--- src/rtl/amo_pkg.sv ---
package amo_pkg;

    typedef enum logic [3:0] {
        AOP_SWAP = 4'd0,
        AOP_ADD  = 4'd1,
        AOP_XOR  = 4'd2,
        AOP_AND  = 4'd3,
        AOP_OR   = 4'd4,
        AOP_MIN  = 4'd5,
        AOP_MAX  = 4'd6,
        AOP_MINU = 4'd7,
        AOP_MAXU = 4'd8
    } amo_op_e;

    typedef enum logic [1:0] {
        ASZ_8  = 2'd0,
        ASZ_16 = 2'd1,
        ASZ_32 = 2'd2,
        ASZ_64 = 2'd3
    } amo_size_e;

    typedef struct packed {
        logic op_ok;
        logic size_ok;
        logic zext;
    } amo_ctrl_t;

    localparam int unsigned AOP_LAST = 8;

    function automatic logic op_is_known(input logic [3:0] code);
        return code <= 4'(AOP_LAST);
    endfunction

    function automatic logic op_is_unsigned(input logic [3:0] code);
        return (code == AOP_MINU) || (code == AOP_MAXU);
    endfunction

    function automatic int unsigned size_bytes(input logic [1:0] sz);
        return 32'd1 << sz;
    endfunction

endpackage

--- src/rtl/amo_decode.sv ---
module amo_decode
    import amo_pkg::*;
#(
    parameter int XLEN = 64
) (
    input  logic [3:0] op,
    input  logic [1:0] size,
    output amo_ctrl_t  ctrl
);
    localparam bit WIDE_OK = (XLEN == 64);

    always_comb begin
        ctrl.op_ok   = op_is_known(op);
        ctrl.zext    = op_is_unsigned(op);
        ctrl.size_ok = (size != ASZ_64) || WIDE_OK;
    end
endmodule

--- src/rtl/amo_operand_ext.sv ---
module amo_operand_ext
    import amo_pkg::*;
#(
    parameter int XLEN = 64
) (
    input  logic [XLEN-1:0] din,
    input  logic [1:0]      size,
    input  logic            zext,
    output logic [XLEN-1:0] dout
);
    always_comb begin
        case (size)
            ASZ_8:   dout = {{(XLEN-8){din[7] & ~zext}}, din[7:0]};
            ASZ_16:  dout = {{(XLEN-16){din[15] & ~zext}}, din[15:0]};
            ASZ_32: begin
                if (XLEN > 32) dout = {{(XLEN-32){din[31] & ~zext}}, din[31:0]};
                else           dout = din;
            end
            default: dout = din;
        endcase
    end
endmodule

--- src/rtl/amo_alu.sv ---
module amo_alu
    import amo_pkg::*;
#(
    parameter int XLEN = 64
) (
    input  logic [3:0]      op,
    input  logic [XLEN-1:0] mem_v,
    input  logic [XLEN-1:0] reg_v,
    output logic [XLEN-1:0] result
);
    logic s_lt;
    logic u_lt;

    always_comb begin
        s_lt = $signed(reg_v) < $signed(mem_v);
        u_lt = reg_v < mem_v;
        case (op)
            AOP_SWAP: result = reg_v;
            AOP_ADD:  result = reg_v + mem_v;
            AOP_XOR:  result = reg_v ^ mem_v;
            AOP_AND:  result = reg_v & mem_v;
            AOP_OR:   result = reg_v | mem_v;
            AOP_MIN:  result = s_lt ? reg_v : mem_v;
            AOP_MAX:  result = s_lt ? mem_v : reg_v;
            AOP_MINU: result = u_lt ? reg_v : mem_v;
            AOP_MAXU: result = u_lt ? mem_v : reg_v;
            default:  result = '0;
        endcase
    end
endmodule

--- src/rtl/amo_store_pack.sv ---
module amo_store_pack
    import amo_pkg::*;
#(
    parameter int XLEN = 64
) (
    input  logic [XLEN-1:0]          result,
    input  logic [1:0]               size,
    input  logic [$clog2(XLEN/8)-1:0] addr_lo,
    output logic [XLEN-1:0]          data,
    output logic [XLEN/8-1:0]        lanes
);
    localparam int NB = XLEN / 8;

    logic [NB-1:0]   base;
    logic [2*NB-1:0] wide;

    always_comb begin
        for (int i = 0; i < NB; i++) begin
            base[i] = (i < int'(size_bytes(size)));
        end
        wide  = {{NB{1'b0}}, base} << addr_lo;
        lanes = wide[NB-1:0];
        data  = '0;
        for (int b = 0; b < NB; b++) begin
            if (base[b]) data[8*b +: 8] = result[8*b +: 8];
        end
    end
endmodule

--- src/rtl/amo_compute_unit.sv ---
module amo_compute_unit
    import amo_pkg::*;
#(
    parameter int XLEN = 64
) (
    input  logic [XLEN-1:0]           ld_data,
    input  logic [XLEN-1:0]           reg_data,
    input  logic [3:0]                op,
    input  logic [1:0]                size,
    input  logic [$clog2(XLEN/8)-1:0] addr_lo,
    output logic [XLEN-1:0]           store_data,
    output logic [XLEN/8-1:0]         byte_en,
    output logic [XLEN-1:0]           ret_data,
    output logic                      err
);
    localparam int NB = XLEN / 8;

    amo_ctrl_t       ctrl;
    logic [XLEN-1:0] mem_x;
    logic [XLEN-1:0] reg_x;
    logic [XLEN-1:0] ret_x;
    logic [XLEN-1:0] alu_y;
    logic [XLEN-1:0] pk_data;
    logic [NB-1:0]   pk_lanes;

    amo_decode #(.XLEN(XLEN)) u_dec (
        .op   (op),
        .size (size),
        .ctrl (ctrl)
    );

    amo_operand_ext #(.XLEN(XLEN)) u_ext_mem (
        .din (ld_data), .size (size), .zext (ctrl.zext), .dout (mem_x)
    );

    amo_operand_ext #(.XLEN(XLEN)) u_ext_reg (
        .din (reg_data), .size (size), .zext (ctrl.zext), .dout (reg_x)
    );

    amo_operand_ext #(.XLEN(XLEN)) u_ext_ret (
        .din (ld_data), .size (size), .zext (1'b0), .dout (ret_x)
    );

    amo_alu #(.XLEN(XLEN)) u_alu (
        .op     (op),
        .mem_v  (mem_x),
        .reg_v  (reg_x),
        .result (alu_y)
    );

    amo_store_pack #(.XLEN(XLEN)) u_pack (
        .result  (alu_y),
        .size    (size),
        .addr_lo (addr_lo),
        .data    (pk_data),
        .lanes   (pk_lanes)
    );

    always_comb begin
        err        = ~(ctrl.op_ok & ctrl.size_ok);
        store_data = err ? '0 : pk_data;
        byte_en    = err ? '0 : pk_lanes;
        ret_data   = err ? '0 : ret_x;
    end
endmodule

--- config.mk ---
export PLATFORM = sky130hd
export DESIGN_NAME = amo_compute_unit
export DESIGN_NICKNAME = d
export VERILOG_FILES = /design/src/rtl/amo_pkg.sv /design/src/rtl/amo_decode.sv /design/src/rtl/amo_operand_ext.sv /design/src/rtl/amo_alu.sv /design/src/rtl/amo_store_pack.sv /design/src/rtl/amo_compute_unit.sv
export SDC_FILE = /design/constraint.sdc
export NUM_CORES = 1
export LEC_CHECK = 0
export BUFFER_PORTS_ARGS = -buffer_cell sky130_fd_sc_hd__buf_2
export CELL_PAD_IN_SITES_DETAIL_PLACEMENT = 1
export CELL_PAD_IN_SITES_GLOBAL_PLACEMENT = 1
export CORE_ASPECT_RATIO = 1.2
export CORE_MARGIN = 2
export CORE_UTILIZATION = 35
export DETAILED_ROUTE_END_ITERATION = 12
export GPL_TIMING_DRIVEN = 0
export PLACE_DENSITY_LB_ADDON = 0.1
export SETUP_SLACK_MARGIN = 0.2
export SYNTH_ARGS = -nofsm -noshare
export SYNTH_HDL_FRONTEND = slang
export SYNTH_SLANG_ARGS = --single-unit
--- constraint.sdc ---
create_clock -name vclk -period 7.55
set_input_delay 1.51 -clock vclk [all_inputs]
set_output_delay 1.51 -clock vclk [all_outputs]
set_load 0.03 [all_outputs]
# Word level (Yosys, flattened, before mapping)
# Cells that the tools add are included.
[op_classes]
add_sub_neg = 1
magnitude_cmp = 11
n_eq_ne = 10
n_shift = 2
n_mux = 19
bitwise_logic = 11
reduce_logical = 3
[ops]
columns = ["operator", "count"]
rows = [
  ["64-bit one-hot mux with 3 select lines", 3],
  ["64-bit one-hot mux with 9 select lines", 1],
  ["64-bit 2-to-1 mux", 6],
  ["4-bit by 32-bit < comparator with 1-bit output (first input constant)", 4],
  ["64-bit < comparator", 2],
  ["8-bit 2-to-1 mux", 9],
  ["64-bit adder", 1],
  ["64-bit bitwise AND", 1],
  ["3-bit by 32-bit < comparator with 1-bit output (first input constant)", 2],
  ["64-bit OR", 1],
  ["64-bit bitwise XOR", 1],
  ["1-bit by 32-bit < comparator with 1-bit output (first input constant)", 1],
  ["2-bit by 32-bit < comparator with 1-bit output (first input constant)", 1],
  ["1-bit by 2-bit << shifter with 32-bit output (first input constant)", 1],
  ["4-bit by 3-bit equality test with 1-bit output (second input constant)", 4],
  ["4-bit by 2-bit equality test with 1-bit output (second input constant)", 2],
  ["8-bit by 3-bit << shifter with 8-bit output", 1],
  ["1-bit bitwise AND", 6],
  ["4-bit by 1-bit equality test with 1-bit output (second input constant)", 1],
  ["4-bit equality test (second input constant)", 1],
  ["4-bit <= comparator (second input constant)", 1],
  ["4-bit logical NOT", 1],
  ["2-bit by 1-bit equality test with 1-bit output (second input constant)", 1],
  ["2-bit equality test (second input constant)", 1],
  ["3 further kinds", 4],
]
[word_totals]
register_bits = 0
out_inout_bits = 137
word_cells = 57

# Longest topological paths before layout
# Gate-level depths: netlist (run 1).
[logic_depth]
depth_word = 10
mapped_depth = 27
depth_no_buf = 19

# Hierarchy
# A second synthesis (run 1) with hierarchy kept.
[hier_totals]
hier_cells = 2157
area_unflattened_um2 = 13659.4
[by_module_without_submodules]
columns = ["module", "n_inst", "cells_per_inst", "area_each_um2"]
rows = [
  ["amo_alu", 1, 1431, 9335.2],
  ["amo_operand_ext", 3, 150, 853.3],
  ["amo_compute_unit", 1, 168, 1109.8],
  ["amo_store_pack", 1, 102, 615.6],
  ["amo_decode", 1, 6, 38.8],
]

# Worst setup path before layout (run 1)
# Ideal clock, no wire load.
[synth_path]
path_kind = "input-to-output"
start = "input port op[2]"
end = "output port store_data[21]"
t_arrival_ps = 6280
required_time_ps = 6040
setup_slack_ps = -240
cell_stages = 27
path_cell_list = "nor2b_1 > clkbuf_1 > and3_1 > buf_2 > nor2_1 > a21oi_1 > o22ai_1 > clkbuf_1 > buf_2 > o21a_1 > ha_1 > clkbuf_1 > nor4_1 > nand2_1 > nor2_1 > o311ai_1 > o211a_1 > and2_1 > buf_2 > nand2_1 > buf_2 > buf_2 > buf_2 > nor2_1 > a21oi_1 > a21oi_1 > a31oi_1"
[synth_via]
elab_chain_cells = 10
[synth_lines]
columns = ["element", "line", "rtl"]
rows = [
  ["from (decl)", "amo_compute_unit.sv:8", "input logic [3:0] op,"],
  ["4-bit by 3-bit equality test with 1-bit output or 4-bit equality test (tied branches)", "amo_pkg.sv:35, amo_alu.sv:17", ""],
  ["1-bit logical OR", "amo_pkg.sv:35", "return (code == AOP_MINU) || (code == AOP_MAXU);"],
  ["1-bit inverter", "amo_operand_ext.sv:13, amo_operand_ext.sv:14, amo_operand_ext.sv:16", ""],
  ["1-bit bitwise AND (on tied branches)", "amo_operand_ext.sv:13, amo_operand_ext.sv:14, amo_operand_ext.sv:16", ""],
  ["64-bit one-hot mux with 3 select lines", "amo_operand_ext.sv:12", "case (size)"],
  ["64-bit < comparator (on tied branches)", "amo_alu.sv:16, amo_alu.sv:15", ""],
  ["64-bit 2-to-1 mux (on tied branches)", "--", ""],
  ["64-bit one-hot mux with 9 select lines", "amo_alu.sv:17", "case (op)"],
  ["8-bit 2-to-1 mux", "amo_store_pack.sv:25", "if (base[b]) data[8*b +: 8] = result[8*b +: 8];"],
  ["64-bit 2-to-1 mux *", "amo_compute_unit.sv:61", "store_data = err ? '0 : pk_data;"],
  ["to (decl)", "amo_compute_unit.sv:11", "output logic [XLEN-1:0] store_data,"],
]
# Mark *: on every way between the ends. The rest lies on a longest branch, timed or not.

# Worst setup path in the final report (run 1)
[layout_path]
start = "input port op[2]"
end = "output port store_data[15]"
# The elaborated chain is that of the path after synthesis.

==> results by group, run 1 <==
Floorplanning
  – Num rows: 75
  – IO Pins: ~270
  – CORE AREA: between 30,000 and 40,000 sq um
  – Die Y: between 200 and 250 um
  – Area of the die: ~37,000 sq um
  – Die X: about 180 um
  – Starting Density: between 30% and 40%

Worst setup path
  – Bufs and invs on worst path: 11
  – CP most frequent cell: buf_6
  – CP Data Arrival Time: about 6.7 ns
  – Setup CP Type: in2out
  – Startpoint types: primary input
  – Worst path max stage delay: between 0.5 and 0.6 ns
  – Slowest stage cell, crit path: or3_4
  – CP Max Fanout: 5
  – WP data required: ~6.0 ns
  – CP endpoint kind: output pin
  – Largest delay contributor family on the critical path: simple AND/OR/NAND/NOR gates

Timing
  – Final Cycle Share: 108.6%
  – Slew margin rel.: ~2.6%
  – Final worst slack: -0.6473 ns
  – Final Hold Viols: 0
  – Final min period: around 8.2 ns
  – Setup violations, final: 64
  – Final Max Slew Viols: 0
  – Pin slew with the least headroom to its limit: ~1.5 ns
  – Hold Slack: ~3.4 ns
  – Unrepaired setup endpoints after global routing: true
  – Fmax: about 0.12 GHz

Yosys
  – Library cells used by synthesis: 70
  – Mapped Area: approximately 12,000 sq um
  – Gate Count Post-Synth: approximately 2,000
  – Syn_area_per_cell: 6.131 sq um
  – Net Count, Synth: between 2,000 and 2,500
  – Post-synthesis sequential area ratio: 0%
  – Yosys warning total: 0

Cells and area
  – Final std cells w/o fill: ~2,900
  – Clock buffer count: 0
  – Share of layout cells above drive strength 1: 33.82%
  – Final net count: about 2,800
  – Final Core Density: a little over half
  – Sequential Area: 0 sq um
  – Syn-to-layout area delta: 52.74%
  – Seq cells: 0

Global route
  – Vias in the first global route: approximately 19,000
  – Global Route Usage Sum: about 46%
  – GRT overflow: 0
  – First-pass GRT wire length: 126,600 um
  – Initial antenna violation count: 6
  – Largest net degree at the start of global routing: 11

Route
  – Routed WL: approximately 90,000 um
  – DRT Pass-1 Iters: 5
  – Detail Route Antenna Nets: 0
  – Routed len/inst: 31.64 um
  – Via count: 19,350
  – Vias/cell: around 6.7
  – Drt drc: 0
  – Drt first-iter violations: 2,158

Place
  – Final Wtd Congestion: just over 1
  – Final HPWL DP: ~64,000 um
  – PortBufs: between 200 and 300
  – Post-Place Cells: roughly 2,800

Min path
  – Worst hold start: ld_data[33]
  – WHS Path Cells: 4
  – Worst min path class: in2out
  – Hold EP: ret_data[33]

Clock tree
  – Hold buffers post-CTS: 0

Outcome
  – Failing checks: negative setup slack
  – Outcome: complete, but fails checks

Run
  – Max_cap viols: 0
## cell usage in the layout, fill, tap and decap left out, types with 65 or more instances in the layout
| cell type | n |
|---|---|
| buf_6 | 98 |
| inv_1 | 157 |
| nor2_1 | 220 |
| a21oi_1 | 176 |
| clkbuf_1 | 65 |
| ha_1 | 183 |
| buf_4 | 100 |
| o21ai_0 | 84 |
| nand2_1 | 208 |
| buf_2 | 214 |
## per-layer routing
layer / vias to the layer above / wire length [um] / track usage, %
met1: 9365 / 33360 / 54.10
met2: 1331 / 39070 / 72.60
met5: - / 30 / 0
met4: 4 / 9126 / 35.17
met3: 502 / 9572 / 9.366
li1: 8147 / - / -
## repair_timing
action	in CTS	in global routing
resized for setup	579	172
endpoints found under the setup margin	64	64
pin swaps	104	71
setup buffers	94	27
gates cloned	5	3
## cell type report
type	instances	area [sq um]
antenna	3	7.507
buffer	166	1374
fill	4502	16050
inverter	168	640.6
multi-input combinational	1680	13150
tap	462	578.1
timing repair buffer	402	3113
## worst min-delay path, stage by stage
cell	delay [ns]
buf_2	0.08
nor2_1	0.04
nor2_1	0.07
buf_2	0.20
## synth_stat cells, drive strengths merged, types with 26 or more instances
library cell,instances,share of area (%)
a211oi,36,2.2
a21o,57,3.5
a21oi,231,9.4
a221oi,60,4.4
a22oi,53,3.2
a31oi,35,1.8
buf,55,2.3
clkbuf,112,3.4
ha,194,20
inv,168,5.1
nand2,225,6.8
nand3,36,1.5
nor2,239,7.3
nor3,35,1.4
o21a,30,1.8
o21ai,114,4.7
o221ai,36,2.6
xnor2,26,1.8
## worst max-delay path by stage
stage	depth (start not counted)	slack, ns	end	startpoint
after global routing	29	-0.69	store_data[15]	op[2]
after floorplan	24	0.20	store_data[56]	op[2]
after detailed placement	21	-4.13	store_data[27]	op[2]
after CTS	27	-0.40	store_data[15]	op[2]
final	29	-0.65	store_data[15]	op[2]
after global placement	21	-4.27	store_data[27]	op[2]
## cell families (layout without fill, tap and decap cells)
logic type | Yosys count | in the layout | share of synthesized area, %
fa+ha+maj | 195 | 195 | 19.82
compound gates | 798 | 798 | 43.45
mux | 8 | 8 | 0.6587
xor+xnor | 37 | 37 | 2.625
buf+inv | 335 | 736 | 10.84
simple gates | 641 | 642 | 22.60
other cells | 0 | 3 | 0
## metrics by stage
step / setup WS, ns / setup TNS (ns) / instance area [sq um]
floorplan: 0.2035 / 0 / 12630
global route: -0.6863 / -33.16 / 18860
CTS: -0.4004 / -17.01 / 17820
global placement: -4.269 / -220.99 / 14580
detailed placement: -4.132 / -211.59 / 14600
finish: -0.6473 / -30.39 / 18860
==> inputs of run 2 (changes only) <==
--- a/config.mk
+++ b/config.mk
@@ -5,6 +5,7 @@
 export SDC_FILE = /design/constraint.sdc
 export NUM_CORES = 1
 export LEC_CHECK = 0
+export ABC_AREA = 1
 export BUFFER_PORTS_ARGS = -buffer_cell sky130_fd_sc_hd__buf_2
 export CELL_PAD_IN_SITES_DETAIL_PLACEMENT = 1
 export CELL_PAD_IN_SITES_GLOBAL_PLACEMENT = 1
==> run 2 against run 1 <==
- the run now ends clean
- non-clock buffer count is 81 lower
- cell count is 51% higher
- critical path depth up 1
- worst setup slack better by 0.69 ns
- critical path type unchanged
- clock-buffer cell count unchanged
- die area rose by 34%
- synthesized cell count grew 69%
- utilization fell by 10 points
- sequential cell count unchanged
- final area is 9.6% higher
- maximum frequency increased by 9.2%
- sequential share of layout area unchanged
==> results by group, run 2 <==
Outcome
  – Outcome: complete, no violations

Yosys
  – Library cells used by synthesis: 46 (-34%)
  – Net Count, Synth: 3,742 (+60%)
  – Gate Count Post-Synth: 3,410 (+69%)
  – Mapped Area: 16,650 sq um (+35%)
  – Most numerous cell in the Yosys netlist: nand2_1
  – Post-synthesis sequential area ratio: 0% (unchanged)
  – Post-synth top area cell: nand2_1
  – Yosys warning total: 0 (unchanged)
  – Synth top cells by count: nand2_1, inv_1, nand3_1, nor2_1, a21oi_1
  – Syn_area_per_cell: 4.882 sq um (-20%)
  – Top-area cell type share of the netlist area: 20.92% (+1.3 points)
  – Area contributors post-synth: nand2_1, nand3_1, ha_1

Timing
  – Setup violations, final: 0 (-100%)
  – Final Cycle Share: 99.42% (-9.2 points)
  – Pin slew with the least headroom to its limit: 1.429 ns (-0.03155 ns)
  – Final min period: 7.506 ns (-0.6908 ns)
  – Final Max Slew Viols: 0 (unchanged)
  – Unrepaired setup endpoints after global routing: true
  – Fmax: 0.1332 GHz (+9.2%)
  – Final Hold Viols: 0 (unchanged)
  – Slew margin rel.: 4.725% (+2.1 points)
  – Setup TNS: 0 ns (+30.39 ns)

Floorplanning
  – Area of the die: 49,330 sq um (+34%)
  – Num rows: 87 (+16%)
  – Die X: 203.1 um (+16%)
  – IO Pins: 274 (unchanged)
  – Die Y: 242.9 um (+16%)
  – CORE AREA: 47,030 sq um (+35%)
  – Starting Density: 35.40% (about the same)

Worst setup path
  – Startpoint types: primary input
  – Worst path max stage delay: 0.35 ns (-0.19 ns)
  – CP Max Fanout: 10 (+5)
  – CP Launch Point: op[2]
  – Setup CP Type: in2out
  – CP Data Arrival Time: 6.00 ns (-0.69 ns)
  – Slowest stage cell, crit path: ha_2
  – WP data required: 6.04 ns (about the same)
  – Bufs and invs on worst path: 10 (-1)
  – CP endpoint kind: output pin
  – Largest delay contributor family on the critical path: simple AND/OR/NAND/NOR gates

Global route
  – Global Route Usage Sum: 46.32% (+0.49 points)
  – GRT overflow: 0 (unchanged)
  – Vias in the first global route: 26,190 (+36%)
  – Initial antenna violation count: 5 (-1)
  – Largest net degree at the start of global routing: 11 (unchanged)
  – First-pass GRT wire length: 169,600 um (+34%)

Route
  – Drt first-iter violations: 3,308 (+53%)
  – Vias/cell: 6.175 (-8.1%)
  – DR top layer: met5
  – Via count: 26,880 (+39%)
  – Routed len/inst: 27.90 um (-12%)
  – Drt drc: 0 (unchanged)
  – Routed WL: 121,400 um (+33%)
  – Metal-1 WL: 46,930 um (+41%)
  – Detail Route Antenna Nets: 0 (unchanged)
  – Routed length on met3: 14,620 um (+53%)
  – DRT Pass-1 Iters: 6 (+1)
  – Length of routed met2 wiring: 50,780 um (+30%)

Cells and area
  – Seq cells: 0 (unchanged)
  – Clock buffer count: 0 (unchanged)
  – Leading cell types in the layout, fill and taps excluded: nand2_1, nand3_1, inv_1, nor2_1, buf_2
  – Commonest non-fill, non-tap cell in the layout: nand2_1
  – Syn-to-layout area delta: 24.17%
  – Share of layout cells above drive strength 1: 17.27% (-17 points)
  – Sequential Area: 0 sq um (unchanged)
  – Final net count: 4,062 (+48%)

Min path
  – Worst min path class: in2out
  – Worst hold start: addr_lo[2]

Place
  – Final HPWL DP: 98,000 um (+53%)
  – Final Wtd Congestion: 1.109 (+9.3%)
  – PortBufs: 272 (-0.37%)

Run
  – Max_cap viols: 0 (unchanged)

Clock tree
  – Hold buffers post-CTS: 0 (unchanged)
-- run 2: changes by cell type in the layout (fill, tap and decap cells not counted), moves of 31 or more --
cell      change
a21o_1       -53
a21oi_2      -38
a22oi_1      -42
buf_2        +86
buf_4        -47
buf_6        -91
ha_1         -37
inv_1       +385
nand2_1     +704
nand3_1     +519
nand4_1      +60
nor2_1       +94
o221ai_1     -31
o22ai_1      +47
-- run 2: cell type report --
| class | instances | area (sq um) |
|---|---|---|
| antenna | 1 | 2.502 |
| multi-input combinational | 2661 | 14960 |
| timing repair buffer | 318 | 1749 |
| buffer | 169 | 968.4 |
| tap | 623 | 779.5 |
| inverter | 580 | 2211 |
| fill | 7039 | 26350 |
-- run 2: path summary, 6_finish.rpt --
| path | end | slack (ns) | depth (start not counted) |
|---|---|---|---|
| worst max-delay path | store_data[48] | 0.04 | 30 |
| worst min-delay path | byte_en[4] | 3.40 | 3 |
-- run 2: logic make-up after synthesis --
kind of cell	Yosys count	share of synthesized area, %
adders and majority gates	195	14.70
and+or+nand+nor	1964	50.73
AOI/OAI and AO/OA	501	16.86
xor gates and xnor gates	1	0.05262
buffers and inverters	749	17.66
-- run 2: what timing repair did --
item	4_1_cts	5_1_grt
setup buffers	19	25
pin swaps	9	14
cloned	1	0
hold endpoints to repair	0	0
setup endpoints to repair	64	64
resized for setup	245	166
-- run 2: layer usage --
metal | up-vias | track usage (%)
li1 | 11670 | -
met1 | 12880 | 57.95
met2 | 1836 | 71.47
met3 | 483 | 12.29
met4 | 2 | 26.28
met5 | - | 0
-- run 2: stage by stage --
stage / cells / util (%) / setup WS [ns] / hold WS [ns] / cell area [sq um]
after floorplan: 3410 / - / 1.040 / 3.199 / 16650
after global placement: 4305 / 39.95 / -0.9939 / 3.386 / 18790
after detailed placement: 4306 / 39.99 / -1.132 / 3.382 / 18810
after CTS: 4326 / 42.39 / 0.2015 / 3.384 / 19930
after global routing: 4351 / 43.95 / 0.09568 / 3.398 / 20670
final: 4352 / 43.96 / 0.04351 / 3.401 / 20670
